## src/rtl/bridge_pkg.sv

```systemverilog
package bridge_pkg;

    typedef enum logic [1:0] {
        ST_IDLE  = 2'd0,
        ST_DRIVE = 2'd1,
        ST_DECAY = 2'd2
    } chop_state_t;

    typedef struct packed {
        logic hs;
        logic ls;
    } leg_cmd_t;

    localparam int NUM_LEGS = 2;

endpackage

```

## src/rtl/chop_fsm.sv

```systemverilog
module chop_fsm
    import bridge_pkg::*;
#(
    parameter int OFF_W = 16
) (
    input  logic             clk,
    input  logic             rst_n,
    input  logic             enable,
    input  logic             over_ref,
    input  logic [OFF_W-1:0] off_cycles,
    output chop_state_t      state
);

    localparam logic [OFF_W-1:0] ONE = OFF_W'(1);

    chop_state_t      state_q;
    chop_state_t      state_d;
    logic [OFF_W-1:0] cnt_q;
    logic             start_decay;

    // next-state process
    always_comb begin
        state_d     = state_q;
        start_decay = 1'b0;
        unique case (state_q)
            ST_IDLE: begin
                if (enable) state_d = ST_DRIVE;
            end
            ST_DRIVE: begin
                if (!enable) begin
                    state_d = ST_IDLE;
                end else if (over_ref) begin
                    state_d     = ST_DECAY;
                    start_decay = 1'b1;
                end
            end
            ST_DECAY: begin
                if (!enable)          state_d = ST_IDLE;
                else if (cnt_q <= ONE) state_d = ST_DRIVE;
            end
            default: state_d = ST_IDLE;
        endcase
    end

    // state register
    always_ff @(posedge clk) begin
        if (!rst_n) state_q <= ST_IDLE;
        else        state_q <= state_d;
    end

    // off-time counter, loaded when decay begins
    always_ff @(posedge clk) begin
        if (!rst_n || !enable) begin
            cnt_q <= '0;
        end else if (start_decay) begin
            cnt_q <= (off_cycles == '0) ? ONE : off_cycles;
        end else if (state_q == ST_DECAY && cnt_q != '0) begin
            cnt_q <= cnt_q - ONE;
        end
    end

    assign state = state_q;

endmodule

```

## src/rtl/bridge_decode.sv

```systemverilog
module bridge_decode
    import bridge_pkg::*;
(
    input  logic        enable,
    input  chop_state_t state,
    input  logic        phase,
    input  logic        pwm,
    output leg_cmd_t    cmd [NUM_LEGS],
    output logic        hiz_req
);

    always_comb begin
        cmd[0]  = '0;
        cmd[1]  = '0;
        hiz_req = 1'b0;
        if (!enable) begin
            hiz_req = 1'b1;
        end else begin
            unique case (state)
                ST_IDLE: hiz_req = 1'b1;
                ST_DRIVE: begin
                    if (!pwm) begin
                        cmd[0].ls = 1'b1;
                        cmd[1].ls = 1'b1;
                    end else if (phase) begin
                        cmd[0].hs = 1'b1;
                        cmd[1].ls = 1'b1;
                    end else begin
                        cmd[1].hs = 1'b1;
                        cmd[0].ls = 1'b1;
                    end
                end
                ST_DECAY: begin
                    cmd[0].ls = 1'b1;
                    cmd[1].ls = 1'b1;
                end
                default: hiz_req = 1'b1;
            endcase
        end
    end

endmodule

```

## src/rtl/leg_deadtime.sv

```systemverilog
module leg_deadtime
    import bridge_pkg::*;
#(
    parameter int DEAD_CYC = 5
) (
    input  logic     clk,
    input  logic     rst_n,
    input  leg_cmd_t req,
    input  logic     hiz_req,
    output logic     hs,
    output logic     ls,
    output logic     hiz
);

    localparam int            CW       = $clog2(DEAD_CYC + 1);
    localparam logic [CW-1:0] GAP_LAST = CW'(DEAD_CYC - 1);

    logic          hs_q, ls_q, hiz_q;
    logic          hs_d, ls_d;
    logic [CW-1:0] idle_q;

    // turn-offs pass at once; turn-ons wait for a full gap
    always_comb begin
        hs_d = hs_q & req.hs;
        ls_d = ls_q & req.ls;
        if (!hs_q && !ls_q && idle_q == GAP_LAST) begin
            hs_d = req.hs;
            ls_d = req.ls & ~req.hs;
        end
    end

    always_ff @(posedge clk) begin
        if (!rst_n) begin
            hs_q   <= 1'b0;
            ls_q   <= 1'b0;
            hiz_q  <= 1'b1;
            idle_q <= GAP_LAST;
        end else begin
            hs_q  <= hs_d;
            ls_q  <= ls_d;
            hiz_q <= hiz_req;
            if (hs_q || ls_q)          idle_q <= '0;
            else if (idle_q != GAP_LAST) idle_q <= idle_q + CW'(1);
        end
    end

    assign hs  = hs_q;
    assign ls  = ls_q;
    assign hiz = hiz_q;

endmodule

```

## src/rtl/bridge_chopper.sv

```systemverilog
module bridge_chopper
    import bridge_pkg::*;
#(
    parameter int OFF_W    = 16,
    parameter int DEAD_CYC = 5
) (
    input  logic             clk,
    input  logic             rst_n,
    input  logic             enable,
    input  logic             phase,
    input  logic             pwm,
    input  logic             over_ref,
    input  logic [OFF_W-1:0] off_cycles,
    output logic             hs1,
    output logic             ls1,
    output logic             hs2,
    output logic             ls2,
    output logic             hiz1,
    output logic             hiz2
);

    chop_state_t state;
    leg_cmd_t    cmd [NUM_LEGS];
    logic        hiz_req;
    logic        hs_o  [NUM_LEGS];
    logic        ls_o  [NUM_LEGS];
    logic        hiz_o [NUM_LEGS];

    chop_fsm #(.OFF_W(OFF_W)) u_fsm (
        .clk        (clk),
        .rst_n      (rst_n),
        .enable     (enable),
        .over_ref   (over_ref),
        .off_cycles (off_cycles),
        .state      (state)
    );

    bridge_decode u_dec (
        .enable  (enable),
        .state   (state),
        .phase   (phase),
        .pwm     (pwm),
        .cmd     (cmd),
        .hiz_req (hiz_req)
    );

    for (genvar g = 0; g < NUM_LEGS; g++) begin : g_leg
        leg_deadtime #(.DEAD_CYC(DEAD_CYC)) u_leg (
            .clk     (clk),
            .rst_n   (rst_n),
            .req     (cmd[g]),
            .hiz_req (hiz_req),
            .hs      (hs_o[g]),
            .ls      (ls_o[g]),
            .hiz     (hiz_o[g])
        );
    end

    assign hs1  = hs_o[0];
    assign ls1  = ls_o[0];
    assign hiz1 = hiz_o[0];
    assign hs2  = hs_o[1];
    assign ls2  = ls_o[1];
    assign hiz2 = hiz_o[1];

endmodule

```

## config.mk

```make
export PLATFORM = sky130hd
export DESIGN_NAME = bridge_chopper
export DESIGN_NICKNAME = d
export VERILOG_FILES = /design/src/rtl/bridge_pkg.sv /design/src/rtl/chop_fsm.sv /design/src/rtl/bridge_decode.sv /design/src/rtl/leg_deadtime.sv /design/src/rtl/bridge_chopper.sv
export SDC_FILE = /design/constraint.sdc
export NUM_CORES = 1
export LEC_CHECK = 0
export BUFFER_PORTS_ARGS = -buffer_cell sky130_fd_sc_hd__buf_4
export CAP_MARGIN = 40
export CORE_ASPECT_RATIO = 1.1
export CORE_UTILIZATION = 25
export DETAILED_ROUTE_END_ITERATION = 7
export HOLD_SLACK_MARGIN = 0.12
export PLACE_DENSITY = 0.44
export SKIP_CTS_REPAIR_TIMING = 1
export SLEW_MARGIN = 15
export SYNTH_ARGS = -nofsm -noshare
export SYNTH_HDL_FRONTEND = slang
export SYNTH_SLANG_ARGS = --single-unit
```

## constraint.sdc

```tcl
create_clock -name clk -period 4 [get_ports clk]
set_input_delay 0.2 -clock clk [delete_from_list [all_inputs] [get_ports clk]]
set_output_delay 0.2 -clock clk [all_outputs]
set_load 0.05 [all_outputs]
```

---- Yosys cells after proc, flatten, opt, wreduce, memory -nomap -nowiden ----
Cells that the tools add are included.
storage, ports and cells
  register bits ........................... 29
  input bits .............................. 22
  word-level logic and storage cells ...... 90
cells by class
  add/subtract/negate cells ............... 3
  order comparisons ....................... 1
  eq/ne operators ......................... 9
  multiplexer cells ....................... 32
  bitwise operators ....................... 9
  reductions and logical operators ........ 25
operator list
  cell                   number
  $mux 16                3
  $le 16x1->1 const B    1
  $logic_not 16->1       1
  $reduce_bool 16->1     1
  $sub 16x1->16 const B  1
  $mux 1                 15
  $mux 2                 6
  $mux 3                 4
  $ne 3x3->1 const B     4
  $add 3x1->3 const B    2
  $and 1x1->1            6
  $eq 3x3->1 const B     2
  $logic_not 1->1        6
  $pmux 2 s3             1
  $reduce_bool 2->1      3
  $reduce_or 2->1        3
  $logic_and 1x1->1      5
  $mux 4                 1
  $pmux 1 s2             2
  $logic_or 1x1->1       3
  $not 1->1              3
  $reduce_and 3->1       1
  $eq 2x1->1 const B     1
  $eq 2x2->1 const B     1
  3 further kinds        3

---- Depth between registers and ports, before layout ----
  word-level depth ........................ 7
  depth in mapped cells ................... 8
  depth with buffers taken out ............ 7

---- Modules after synthesis ----
A second synthesis with hierarchy kept.
second synthesis, totals
  cell total of the unflattened synthesis .. 201
  area, all modules ....................... 1770.4 µm²
by module, submodules not included
  module         times used  cells each  area each (µm²)
  chop_fsm       1           136         1113.6
  leg_deadtime   2           25          276.5
  bridge_decode  1           15          103.8

---- Worst setup path after synthesis ----
No wires, ideal clock.
  path kind ............................... register -> register
  start ................................... reg u_fsm.cnt_q[13]
  end ..................................... reg u_fsm.state_q[0] (netlist: u_fsm.state[0])
  setup time .............................. 70 ps
  arrival time ............................ 1575 ps
  data required time ...................... 3930 ps
  slack ................................... 2355 ps
  stages on the path, launching flop included .. 6
  path buffers ............................ 0
  cell sequence ........................... dfxtp_1 > nor4_2 > o211ai_1 > o211a_1 > or4_1 > a21oi_1
on the way
  longest elaborated chain between the ends .. 3
ends and longest elaborated chain
  element                            line            text
  from (decl)                        chop_fsm.sv:18  logic [OFF_W-1:0] cnt_q;
  from (signal assigned)             chop_fsm.sv:56  cnt_q <= (off_cycles == '0) ? ONE : off_cycles;
  from (signal assigned)             chop_fsm.sv:58  cnt_q <= cnt_q - ONE;
  $le 16x1->1                        chop_fsm.sv:39  else if (cnt_q <= ONE) state_d = ST_DRIVE;
  $ne 3x3->1 (no source line)        --
  $reduce_and 3->1 (no source line)  --
  to (signal assigned)               chop_fsm.sv:48  else state_q <= state_d;
  to (decl)                          chop_fsm.sv:16  chop_state_t state_q;
No other way between the ends.
A chain may end at the register's enable or synchronous reset.

---- Worst setup path in the final report ----
  start ................................... reg u_fsm.state_q[1] (netlist: u_fsm.state[1])
  end ..................................... reg u_fsm.cnt_q[14]
on the way
  longest elaborated chain between the ends .. 3
  elaborated cells on any way between the ends .. 6
  classes of those cells .................. eq/ne (2); mux (2); reduce/logical (2)
ends and longest elaborated chain
  element                                       line
  $eq 2x1->1 or $eq 2x2->1 (tied branches)      chop_fsm.sv:25, chop_fsm.sv:57
  $mux 1 or $logic_and 1x1->1 (tied branches)   chop_fsm.sv:25, chop_fsm.sv:57
  $mux 16 or $reduce_bool 2->1 (tied branches)  --
Several ways; a longest one is shown, not always the timed one.

==> impl_metrics.csv <==
group,metric,value,unit
global_route,grt_max_degree,19,
setup_path,crit_path_top_delay_cell,"nand3_1",
die,core,6590,um^2
setup_path,worstRegToRegCells,7,
routing,via_per_inst,5.00,
placement,place_hpwl,3360,um
setup_path,path_cells,"inv_1 -> ha_1 -> nand3_1 -> buf_6 -> o21ai_0 -> o21ai_0 -> a31oi_1",
die,start_util,26.0,%
die,row_count,31,
clocking,cts_sinks,29,
placement,io_buffers,27,
power_and_ir_drop,pwr-share-clk,33.5,%
routing,wl_per_cell,13.6,um
layout,area_delta_synth_final,22.0,%
setup_path,cp_common_cell,"o21ai_0",
logic_synthesis,synth_seq_area_share,33.9,%
run_status,status,"completed",
setup_path,path_max_fanout,15,
global_route,gr-total-overflow,0,
global_route,grt_pass1_vias,1551,
sta,slew_headroom,54.9,%
die,die-area,7190,um^2
logic_synthesis,synth_top_cell_area_share,33.9,%
routing,routed_wl,4380,um
hold_path,hold_path_depth,2,
clocking,cts_tree,"yes",
routing,ant_nets,0,
logic_synthesis,synth_area_per_cell,7.97,um^2
power_and_ir_drop,intPower,545,uW
power_and_ir_drop,ir_drop,143,uV
routing,drc_errors,0,
logic_synthesis,synth_most_common_cell,"dfxtp_1",
logic_synthesis,yosys.cell_types.count,34,
die,fp.dieW,80.9,um
layout,design_area,2090,um^2
setup_path,max_stage_delay,440,ps
layout,diodes,0,
setup_path,worstSetupEndpointType,"flop",
setup_path,cp.required,4210,ps
power_and_ir_drop,p_leak,0.808,nW
logic_synthesis,synth_edf_count,0,
sta,timing.final.crit_share,50.1,%
layout,final_core_util,31.7,%
setup_path,crit_path_start_kind,"flop",
logic_synthesis,synth.top_cells.by_count,"29 x dfxtp_1, 23 x a21oi_1, 19 x nor2_1, 19 x o21ai_0, 15 x nand2_1",
placement,place_congestion,0.789,
hold_path,hold_class,"input pin to flop",
sta,setup_violations,0,
die,ios,28,
logic_synthesis,ys_warn_count,0,
layout,seqCellArea,581,um^2
sta,finalCriticalPeriod,2010,ps
clocking,clock_latency,270,ps
clocking,cts-htree-levels,2,
sta,fmax,499,MHz
logic_synthesis,yosys-top-cells-area,"dfxtp_1 34%, ha_1 8.0%, a21oi_1 6.7%",
power_and_ir_drop,p_sw,256,uW
layout,n_fill_cell,750,
routing,drt_iter0_markers,44,
global_route,grt_use_total,13.7,%
logic_synthesis,yosys.area.top_type,"dfxtp_1",
global_route,antenna_found_initial,0,
sta,finalHoldViolCount,0,
layout,multi_input_area,1050,um^2
layout,drive_gt1_share,16.6,%
logic_synthesis,synthCells,215,
setup_path,path_class,"flop to flop",
clocking,path_clk_slew,60,ps
sta,skew,2.98,ps
power_and_ir_drop,power_frac_seq,40.6,%
sta,worstMarginPinSlew,676,ps
logic_synthesis,synth_ff_type,"dfxtp_1",
setup_path,arrival,2210,ps
logic_synthesis,syn_area,1710,um^2
clocking,cts_buffer_depth,2,
layout,nets,273,
clocking,numCtsBuffers,5,
sta,slew_viol_final,0,
sta,setup_tns,0,ps
power_and_ir_drop,swShare,31.9,%
logic_synthesis,synth_nets,248,
logic_synthesis,ys_ff_latch,29,
clocking,root_buffer,"clkbuf_8",
power_and_ir_drop,p_comb_share,26.0,%
sta,rsz0062_at_grt,"false",
routing,dr_total_vias,1615,
placement,dpl_cell_area,1990,um^2
global_route,grt_pass1_wl,7430,um
power_and_ir_drop,powerDensity,383,nW/um^2
routing,drt_pass1_iterations,4,
die,die_h,88.8,um
flow_run,cap_violations,0,
logic_synthesis,synthArstFlopShare,0,%
==> per-layer routing <==
metal,wire (um),up-vias,track usage [%]
met2,2050,43,23.3
li1,-,829,-
met3,191,4,2.99
met4,54,0,4.71
met5,0,-,0
met1,2090,739,17.0
==> cells by family (layout without fill, tap and decap cells) <==
| logic type | count (synthesis) | in the layout | share of synthesized area [%] |
|---|---|---|---|
| simple gates | 88 | 88 | 29.0 |
| fa+ha+maj | 11 | 11 | 8.03 |
| buf+inv | 21 | 47 | 4.82 |
| flops | 29 | 29 | 33.9 |
| xor+xnor | 15 | 15 | 7.67 |
| compound gates | 51 | 51 | 16.6 |
==> power by group through the flow <==
stage	logic, mW	clock network, mW	registers (mW)
after floorplan	0.145	0	0.334
final	0.208	0.268	0.325
after detailed placement	0.208	0	0.332
after global routing	0.235	0.292	0.328
after CTS	0.210	0.277	0.326
after global placement	0.208	0	0.332
==> worst max-delay path: cells and delay by family (launching register included) <==
| family | cells | cell delay [ps] |
|---|---|---|
| AOI/OAI and AO/OA | 3 | 450 |
| and+or+nand+nor | 1 | 440 |
| buffers and inverters | 2 | 400 |
| DFF | 1 | 330 |
| adders and majority gates | 1 | 310 |
==> metrics by stage <==
stage / instances / setup WS [ps] / hold WS (ps) / total power, mW
6_report: 323 / 1990 / 128 / 0.801
3_5_place_dp: 315 / 2020 / 415 / 0.540
4_1_cts: 323 / 1990 / 120 / 0.813
3_3_place_gp: 314 / 1810 / 417 / 0.540
5_1_grt: 323 / 1770 / 133 / 0.855
2_1_floorplan: 215 / 2350 / 266 / 0.479
==> cell usage in the layout (no fill, tap or decap) <==
cell,n
a21oi_1,23
a22o_1,1
a311oi_1,1
a31oi_1,2
a41oi_1,1
and2_1,2
and3_1,1
and4_1,3
buf_4,27
buf_6,1
clkbuf_8,7
clkinv_2,1
dfxtp_1,29
ha_1,11
inv_1,11
nand2_1,15
nand2b_1,1
nand3_1,7
nand3b_1,1
nand4_1,10
nor2_1,19
nor3_1,10
nor3b_1,4
nor4_1,6
nor4_2,3
nor4_4,1
nor4b_1,1
o211a_1,1
o211ai_1,1
o21ai_0,19
o41ai_1,2
or3_1,2
or4_1,2
xnor2_1,6
xor2_1,9
==> registers in the layout, summed over array words and instances (netlist names) <==
name / count
g_leg.u_leg.ls: 2
u_fsm.cnt_q: 16
g_leg.u_leg.hs: 2
g_leg.u_leg.hiz: 1
u_fsm.state: 2
g_leg.u_leg.idle_q: 6
==> final cells by class <==
type	count	share of cell area, %
Timing Repair Buffer	28	10.2
Inverter	11	1.98
Multi-Input combinational cell	165	50.2
Sequential cell	29	27.8
Clock inverter	1	0.240
Tap cell	82	4.91
Clock buffer	7	4.61
==> path summary, 6_finish.rpt <==
kind	from	slack (ps)	end
min reg2reg	g_leg[1].u_leg.idle_q[2]$_SDFFE_PN1P_	500	g_leg[1].u_leg.idle_q[1]$_SDFFE_PP0N_
min	phase	130	g_leg[1].u_leg.hs$_SDFF_PN0_
max reg2reg	u_fsm.state[1]$_SDFFE_PN0P_	1990	u_fsm.cnt_q[14]$_SDFFE_PN0P_
max	u_fsm.state[1]$_SDFFE_PN0P_	1990	u_fsm.cnt_q[14]$_SDFFE_PN0P_
Note: power is estimated with default switching activity, not from simulation.
